==> src/rtl/bnpc_pkg.sv <==
package bnpc_pkg;
  localparam int ILEN    = 32;
  localparam int OPC_W   = 6;
  localparam int RIDX_W  = 5;
  localparam int IMMS_W  = 16;
  localparam int IMML_W  = 26;
  localparam int OPC_LSB = 26;
  localparam int RA_LSB  = 21;

  localparam logic [OPC_W-1:0] OP_BEQ   = 6'h11;
  localparam logic [OPC_W-1:0] OP_BGT   = 6'h12;
  localparam logic [OPC_W-1:0] OP_BGE   = 6'h13;
  localparam logic [OPC_W-1:0] OP_BGEU  = 6'h14;
  localparam logic [OPC_W-1:0] OP_BGTU  = 6'h15;
  localparam logic [OPC_W-1:0] OP_BNE   = 6'h17;
  localparam logic [OPC_W-1:0] OP_JREG  = 6'h30;
  localparam logic [OPC_W-1:0] OP_CREG  = 6'h36;
  localparam logic [OPC_W-1:0] OP_JREL  = 6'h38;
  localparam logic [OPC_W-1:0] OP_CREL  = 6'h3E;

  typedef enum logic [1:0] {
    K_SEQ  = 2'd0,
    K_COND = 2'd1,
    K_REL  = 2'd2,
    K_REG  = 2'd3
  } flow_kind_e;

  typedef enum logic [2:0] {
    C_EQ  = 3'd0,
    C_NE  = 3'd1,
    C_GT  = 3'd2,
    C_GE  = 3'd3,
    C_GTU = 3'd4,
    C_GEU = 3'd5
  } cmp_op_e;
endpackage

==> src/rtl/bnpc_decode.sv <==
module bnpc_decode
  import bnpc_pkg::*;
#(
  parameter int XLEN    = 32,
  parameter int ERET_RG = 30,
  parameter int BRET_RG = 31
) (
  input  logic [ILEN-1:0] instr,
  output flow_kind_e      kind,
  output cmp_op_e         cmp,
  output logic            is_call,
  output logic            exc_ret,
  output logic            brk_ret,
  output logic [XLEN-1:0] off_short,
  output logic [XLEN-1:0] off_long
);
  localparam int SEXT_S = XLEN - IMMS_W - 2;
  localparam int SEXT_L = XLEN - IMML_W - 2;

  logic [OPC_W-1:0]  opc;
  logic [RIDX_W-1:0] rfield;
  logic [IMMS_W-1:0] imm_s;
  logic [IMML_W-1:0] imm_l;

  assign opc    = instr[OPC_LSB +: OPC_W];
  assign rfield = instr[RA_LSB +: RIDX_W];
  assign imm_s  = instr[IMMS_W-1:0];
  assign imm_l  = instr[IMML_W-1:0];

  assign off_short = {{SEXT_S{imm_s[IMMS_W-1]}}, imm_s, 2'b00};
  assign off_long  = {{SEXT_L{imm_l[IMML_W-1]}}, imm_l, 2'b00};

  always_comb begin
    kind    = K_SEQ;
    cmp     = C_EQ;
    is_call = 1'b0;
    unique case (opc)
      OP_BEQ:  begin kind = K_COND; cmp = C_EQ;  end
      OP_BNE:  begin kind = K_COND; cmp = C_NE;  end
      OP_BGT:  begin kind = K_COND; cmp = C_GT;  end
      OP_BGE:  begin kind = K_COND; cmp = C_GE;  end
      OP_BGTU: begin kind = K_COND; cmp = C_GTU; end
      OP_BGEU: begin kind = K_COND; cmp = C_GEU; end
      OP_JREL: kind = K_REL;
      OP_CREL: begin kind = K_REL; is_call = 1'b1; end
      OP_JREG: kind = K_REG;
      OP_CREG: begin kind = K_REG; is_call = 1'b1; end
      default: kind = K_SEQ;
    endcase
  end

  // Only the plain register jump doubles as a return
  assign exc_ret = (opc == OP_JREG) && (rfield == RIDX_W'(ERET_RG));
  assign brk_ret = (opc == OP_JREG) && (rfield == RIDX_W'(BRET_RG));
endmodule

==> src/rtl/bnpc_compare.sv <==
module bnpc_compare
  import bnpc_pkg::*;
#(
  parameter int XLEN = 32
) (
  input  logic [XLEN-1:0] src_a,
  input  logic [XLEN-1:0] src_b,
  input  cmp_op_e         cmp,
  output logic            hit
);
  logic eq, gt_u, gt_s;

  assign eq   = (src_a == src_b);
  assign gt_u = (src_a > src_b);
  assign gt_s = ($signed(src_a) > $signed(src_b));

  always_comb begin
    unique case (cmp)
      C_EQ:    hit = eq;
      C_NE:    hit = !eq;
      C_GT:    hit = gt_s;
      C_GE:    hit = gt_s || eq;
      C_GTU:   hit = gt_u;
      C_GEU:   hit = gt_u || eq;
      default: hit = 1'b0;
    endcase
  end
endmodule

==> src/rtl/bnpc_target.sv <==
module bnpc_target
  import bnpc_pkg::*;
#(
  parameter int XLEN  = 32,
  parameter int ALIGN = 2
) (
  input  logic [XLEN-1:0] pc,
  input  logic [XLEN-1:0] src_a,
  input  flow_kind_e      kind,
  input  logic            hit,
  input  logic [XLEN-1:0] off_short,
  input  logic [XLEN-1:0] off_long,
  output logic [XLEN-1:0] seq_pc,
  output logic [XLEN-1:0] next_pc,
  output logic            taken
);
  localparam logic [XLEN-1:0] STEP = XLEN'(1) << ALIGN;
  localparam logic [XLEN-1:0] MASK = ~((XLEN'(1) << ALIGN) - XLEN'(1));

  logic [XLEN-1:0] raw;

  assign seq_pc = (pc + STEP) & MASK;

  always_comb begin
    taken = 1'b0;
    raw   = seq_pc;
    unique case (kind)
      K_COND: begin
        taken = hit;
        raw   = hit ? (pc + off_short) : seq_pc;
      end
      K_REL: begin
        taken = 1'b1;
        raw   = pc + off_long;
      end
      K_REG: begin
        taken = 1'b1;
        raw   = src_a;
      end
      default: begin
        taken = 1'b0;
        raw   = seq_pc;
      end
    endcase
  end

  assign next_pc = raw & MASK;
endmodule

==> src/rtl/bnpc_unit.sv <==
module bnpc_unit
  import bnpc_pkg::*;
#(
  parameter int XLEN    = 32,
  parameter int LINK_RG = 29,
  parameter int ERET_RG = 30,
  parameter int BRET_RG = 31
) (
  input  logic              clk,
  input  logic              rst_n,
  input  logic              in_valid,
  output logic              in_ready,
  input  logic [XLEN-1:0]   in_pc,
  input  logic [ILEN-1:0]   in_instr,
  input  logic [XLEN-1:0]   in_src_a,
  input  logic [XLEN-1:0]   in_src_b,
  output logic              out_valid,
  input  logic              out_ready,
  output logic [XLEN-1:0]   out_next_pc,
  output logic              out_taken,
  output logic              out_link_we,
  output logic [RIDX_W-1:0] out_link_idx,
  output logic [XLEN-1:0]   out_link_data,
  output logic              out_exc_ret,
  output logic              out_brk_ret
);
  flow_kind_e      kind;
  cmp_op_e         cmp;
  logic            is_call, exc_ret, brk_ret, hit, taken;
  logic [XLEN-1:0] off_short, off_long, seq_pc, next_pc;

  bnpc_decode #(.XLEN(XLEN), .ERET_RG(ERET_RG), .BRET_RG(BRET_RG)) u_dec (
    .instr(in_instr), .kind(kind), .cmp(cmp), .is_call(is_call),
    .exc_ret(exc_ret), .brk_ret(brk_ret),
    .off_short(off_short), .off_long(off_long)
  );

  bnpc_compare #(.XLEN(XLEN)) u_cmp (
    .src_a(in_src_a), .src_b(in_src_b), .cmp(cmp), .hit(hit)
  );

  bnpc_target #(.XLEN(XLEN)) u_tgt (
    .pc(in_pc), .src_a(in_src_a), .kind(kind), .hit(hit),
    .off_short(off_short), .off_long(off_long),
    .seq_pc(seq_pc), .next_pc(next_pc), .taken(taken)
  );

  assign in_ready     = !out_valid || out_ready;
  assign out_link_idx = RIDX_W'(LINK_RG);

  always_ff @(posedge clk or negedge rst_n) begin
    if (!rst_n) begin
      out_valid     <= 1'b0;
      out_next_pc   <= '0;
      out_taken     <= 1'b0;
      out_link_we   <= 1'b0;
      out_link_data <= '0;
      out_exc_ret   <= 1'b0;
      out_brk_ret   <= 1'b0;
    end else if (in_ready) begin
      out_valid <= in_valid;
      if (in_valid) begin
        out_next_pc   <= next_pc;
        out_taken     <= taken;
        out_link_we   <= is_call;
        out_link_data <= seq_pc;
        out_exc_ret   <= exc_ret;
        out_brk_ret   <= brk_ret;
      end
    end
  end

  // a stalled result is held unchanged
  p_stall_hold_r8: assert property (@(posedge clk) disable iff (!rst_n)
    out_valid && !out_ready |=> out_valid && $stable(out_next_pc)
      && $stable(out_taken) && $stable(out_link_we) && $stable(out_link_data))
    else $error("stalled result changed");

  // every next PC is word aligned
  p_aligned_r10: assert property (@(posedge clk) disable iff (!rst_n)
    out_valid |-> out_next_pc[1:0] == 2'b00)
    else $error("unaligned next pc");

  // a link write only comes with a taken result
  p_link_taken_r4: assert property (@(posedge clk) disable iff (!rst_n)
    out_valid && out_link_we |-> out_taken)
    else $error("link write without taken");

  // return flags are exclusive and never on a call
  p_ret_excl_r6: assert property (@(posedge clk) disable iff (!rst_n)
    out_valid && (out_exc_ret || out_brk_ret) |->
      $onehot0({out_exc_ret, out_brk_ret}) && out_taken && !out_link_we)
    else $error("bad return flags");

  // an untaken result falls through to the link data
  p_fallthru_r11: assert property (@(posedge clk) disable iff (!rst_n)
    out_valid && !out_taken |-> out_next_pc == out_link_data)
    else $error("fall-through mismatch");
endmodule

==> config.mk <==
export PLATFORM = sky130hd
export DESIGN_NAME = bnpc_unit
export DESIGN_NICKNAME = d
export VERILOG_FILES = /design/src/rtl/bnpc_pkg.sv /design/src/rtl/bnpc_decode.sv /design/src/rtl/bnpc_compare.sv /design/src/rtl/bnpc_target.sv /design/src/rtl/bnpc_unit.sv
export SDC_FILE = /design/constraint.sdc
export NUM_CORES = 1
export LEC_CHECK = 0
export CORE_MARGIN = 4
export CORE_UTILIZATION = 45
export DETAILED_ROUTE_END_ITERATION = 6
export DONT_BUFFER_PORTS = 1
export GPL_TIMING_DRIVEN = 0
export SLEW_MARGIN = 20
export SYNTH_ARGS = -nofsm -noshare
export SYNTH_HDL_FRONTEND = slang
export SYNTH_HIERARCHICAL = 1
export SYNTH_SLANG_ARGS = --single-unit
==> constraint.sdc <==
create_clock -name clk -period 1.69 [get_ports clk]
set_input_delay 0 -clock clk [delete_from_list [all_inputs] [get_ports clk]]
set_output_delay 0 -clock clk [all_outputs]
set_load 0.01 [all_outputs]
==> results.json <==
{
  "placed_cell_area_um2": 9530,
  "combPwrFrac": 0.391,
  "layout_min_cycle_time_ns": 2.63,
  "switchingPower_mw": 2.62,
  "synth_area_per_cell_um2": 8.47,
  "cts_buffers": 9,
  "max_freq_mhz": 380,
  "num_vias": 8195,
  "fin_area_um2": 11000,
  "port_buffers": 0,
  "p_seq_frac": 0.317,
  "min_from": "in_pc[14]",
  "synthMostInstantiatedCell": "ha_1",
  "setup_viol_count_final": 31,
  "hpwl_um": 24300,
  "die_h_um": 147,
  "die_width_um": 147,
  "finalHoldViolations": 0,
  "endpoint_kind": "flip-flop",
  "drtIter0Drc": 716,
  "avgRoutedWirePerCell_um": 23.3,
  "wl_um": 32100,
  "seq_area_um2": 1730,
  "worstPathArrival_ns": 2.88,
  "r2r_slack_ns": 0.13,
  "grt_pass1_wl_um": 48900,
  "cts_max_level": 3,
  "worstPathRequired_ns": 1.94,
  "status": "complete, but fails checks",
  "grt_use_total": 0.291,
  "yosysTopAreaCell": "dfrtp_1",
  "clock_power_share": 0.292,
  "ys_seq_area_frac": 0.198,
  "final.setup.worst_slack_ns": -0.943,
  "ys.flop_type": "dfrtp_1",
  "yosysTopAreaCellShare": 0.198,
  "clkTransAtPathRegs_ns": 0.07,
  "grt_max_degree": 70,
  "antenna_found_initial": 0,
  "dieArea_um2": 21700,
  "viasPerCell": 5.94,
  "r2r_end": "out_next_pc[15]",
  "intPower_mw": 4.47,
  "grt_pass1_vias": 8200,
  "start_util": 0.461,
  "synth_cells": 1029,
  "multi_input_area_um2": 6920,
  "setup_tns_ns": -26.16,
  "worstPathMaxFanout": 4,
  "dp.cells": 1298,
  "reg2reg_depth": 5,
  "cts_tree": "yes",
  "row_count": 50,
  "synth_edf_count": 0,
  "syn-cell-area_um2": 8720,
  "p_per_area_nw_per_um2": 643,
  "ir_worst_vdd_mv": 0.477,
  "hold_path_class": "primary input to flip-flop",
  "nets": 1338,
  "fillers": 1767,
  "r2r-start": "out_valid",
  "ant_nets": 0,
  "clock-sinks": 69,
  "violations": "setup timing",
  "p_leak_nw": 4.84,
  "netlist_top_cells_count": "ha_1 (93), a21oi_1 (83), nand2_1 (78), buf_4 (73), dfrtp_1 (69)",
  "io_pins": 207,
  "dr.pass1.iters": 7,
  "slew-limit-headroom": 0.351,
  "layout-drive-gt1-share": 0.318,
  "clock_tree.root_cell": "clkbuf_16",
  "synth.area.top_cells": "dfrtp_1 (20%), ha_1 (13%), mux2_2 (6.6%), buf_4 (6.3%), a21oi_1 (4.8%)",
  "critical_path_class": "primary input to flip-flop",
  "tightest_slew_ns": 0.974,
  "drv_slew": 0,
  "area_growth_pct": 26.7,
  "clk_latency_ns": 0.36,
  "final_cells": 1379,
  "yosys_warnings": 6,
  "timing.final.crit_share": 1.56,
  "start_kind": "primary input",
  "drt_drc_violations_left": 0,
  "hold_depth": 2,
  "synthDistinctLibCells": 92,
  "maxCapViolations": 0,
  "clock-skew-final_ns": 0.00671,
  "overflow": 0,
  "cts_buffer_depth": 2,
  "core_region_area_um2": 18900,
  "rsz0062_at_grt": "yes",
  "swShare": 0.369,
  "ys_ff_latch": 69,
  "place.gp.congestion": 0.957,
  "min_to": "out_link_data[14]",
  "async_reset_ff_frac": 1.00
}
-- critical path, stage by stage --
cell,delay (ns)
inv_12,0.02
ha_4,0.26
nand4_1,0.24
nor4_4,0.37
and3_4,0.26
nor3b_4,0.19
a21oi_2,0.05
o211ai_2,0.15
clkbuf_8,0.18
and2_4,0.17
nor2_4,0.06
a222oi_1,0.31
o311a_1,0.23
o211ai_1,0.11
mux2_4,0.28
-- worst max path at each step --
stage                       startpoint         endpoint  slack, ns  cells after the start
after CTS                 in_src_a[15]  out_next_pc[28]      -0.94                     15
after floorplan           in_src_b[30]  out_next_pc[28]      -0.97                     16
final                     in_src_b[23]  out_next_pc[28]      -0.94                     15
after global routing      in_src_b[23]  out_next_pc[20]      -1.07                     15
after detailed placement  in_src_b[15]  out_next_pc[25]      -1.74                     16
after global placement    in_src_b[12]  out_next_pc[25]      -1.68                     16
-- timing repair --
action	CTS	global route
pin swaps	25	4
endpoints found under the hold margin	98	0
cloned	2	0
setup endpoints to repair	35	32
gates resized for setup	92	19
hold buffers	33	0
buffers inserted	27	3
-- placed cells by master (no fill, tap or decap), types with 32 or more instances in the layout --
cell,n
buf_4,86
a21oi_1,74
nand2_1,71
dfrtp_1,69
ha_1,69
xnor2_1,46
nor2_1,44
mux2_2,43
nand3_1,35
a21o_1,33
dlygate4sd3_1,32
-- per-stage QoR --
stage                      util  power [mW]  hold slack, ns  worst slack, ns
final                     0.585        7.10         0.00984           -0.943
after global routing      0.584        7.49          0.0158            -1.07
after CTS                 0.578        7.06         0.00246           -0.942
after detailed placement  0.504        4.70          -0.293            -1.74
after global placement    0.504        4.68          -0.293            -1.68
after floorplan               -        4.17          -0.296           -0.974
-- sequential cells by signal (all words and copies together) (netlist names) --
| register | flops |
|---|---|
| out_brk_ret | 1 |
| out_link_we | 1 |
| out_valid | 1 |
| out_exc_ret | 1 |
| out_next_pc | 32 |
| out_link_data | 32 |
| out_taken | 1 |
-- layout make-up --
type,count,share of cell area
Buffer,109,0.0724
Clock buffer,10,0.0216
Antenna cell,1,0.000227
Clock inverter,6,0.00646
Tap cell,260,0.0295
Sequential cell,69,0.156
Timing Repair Buffer,64,0.0639
Multi-Input combinational cell,806,0.627
Inverter,54,0.0227
-- routing by layer --
metal  share of wire  routed length [um]  global-route usage
met5               0                   0                   0
met4           0.027                 882               0.101
met3           0.074                2390              0.0561
met2            0.47               15100               0.483
met1            0.43               13700               0.378
-- cells by family after synthesis --
logic type / share of synthesized area
AND/OR/NAND/NOR: 0.162
buffers and inverters: 0.105
multiplexers: 0.110
adder cells (fa/ha/maj): 0.134
XOR/XNOR: 0.0683
other: 0.00172
AO/OA/AOI/OAI: 0.222
flip-flops: 0.198
-- power groups by stage --
stage	clock network [mW]	registers [mW]	logic [mW]
2_1_floorplan	0	2.20	1.96
5_1_grt	2.18	2.28	3.02
6_report	2.07	2.25	2.77
4_1_cts	2.11	2.26	2.69
3_3_place_gp	0	2.28	2.39
3_5_place_dp	0	2.29	2.41
Power figures use the tool's default switching activity.
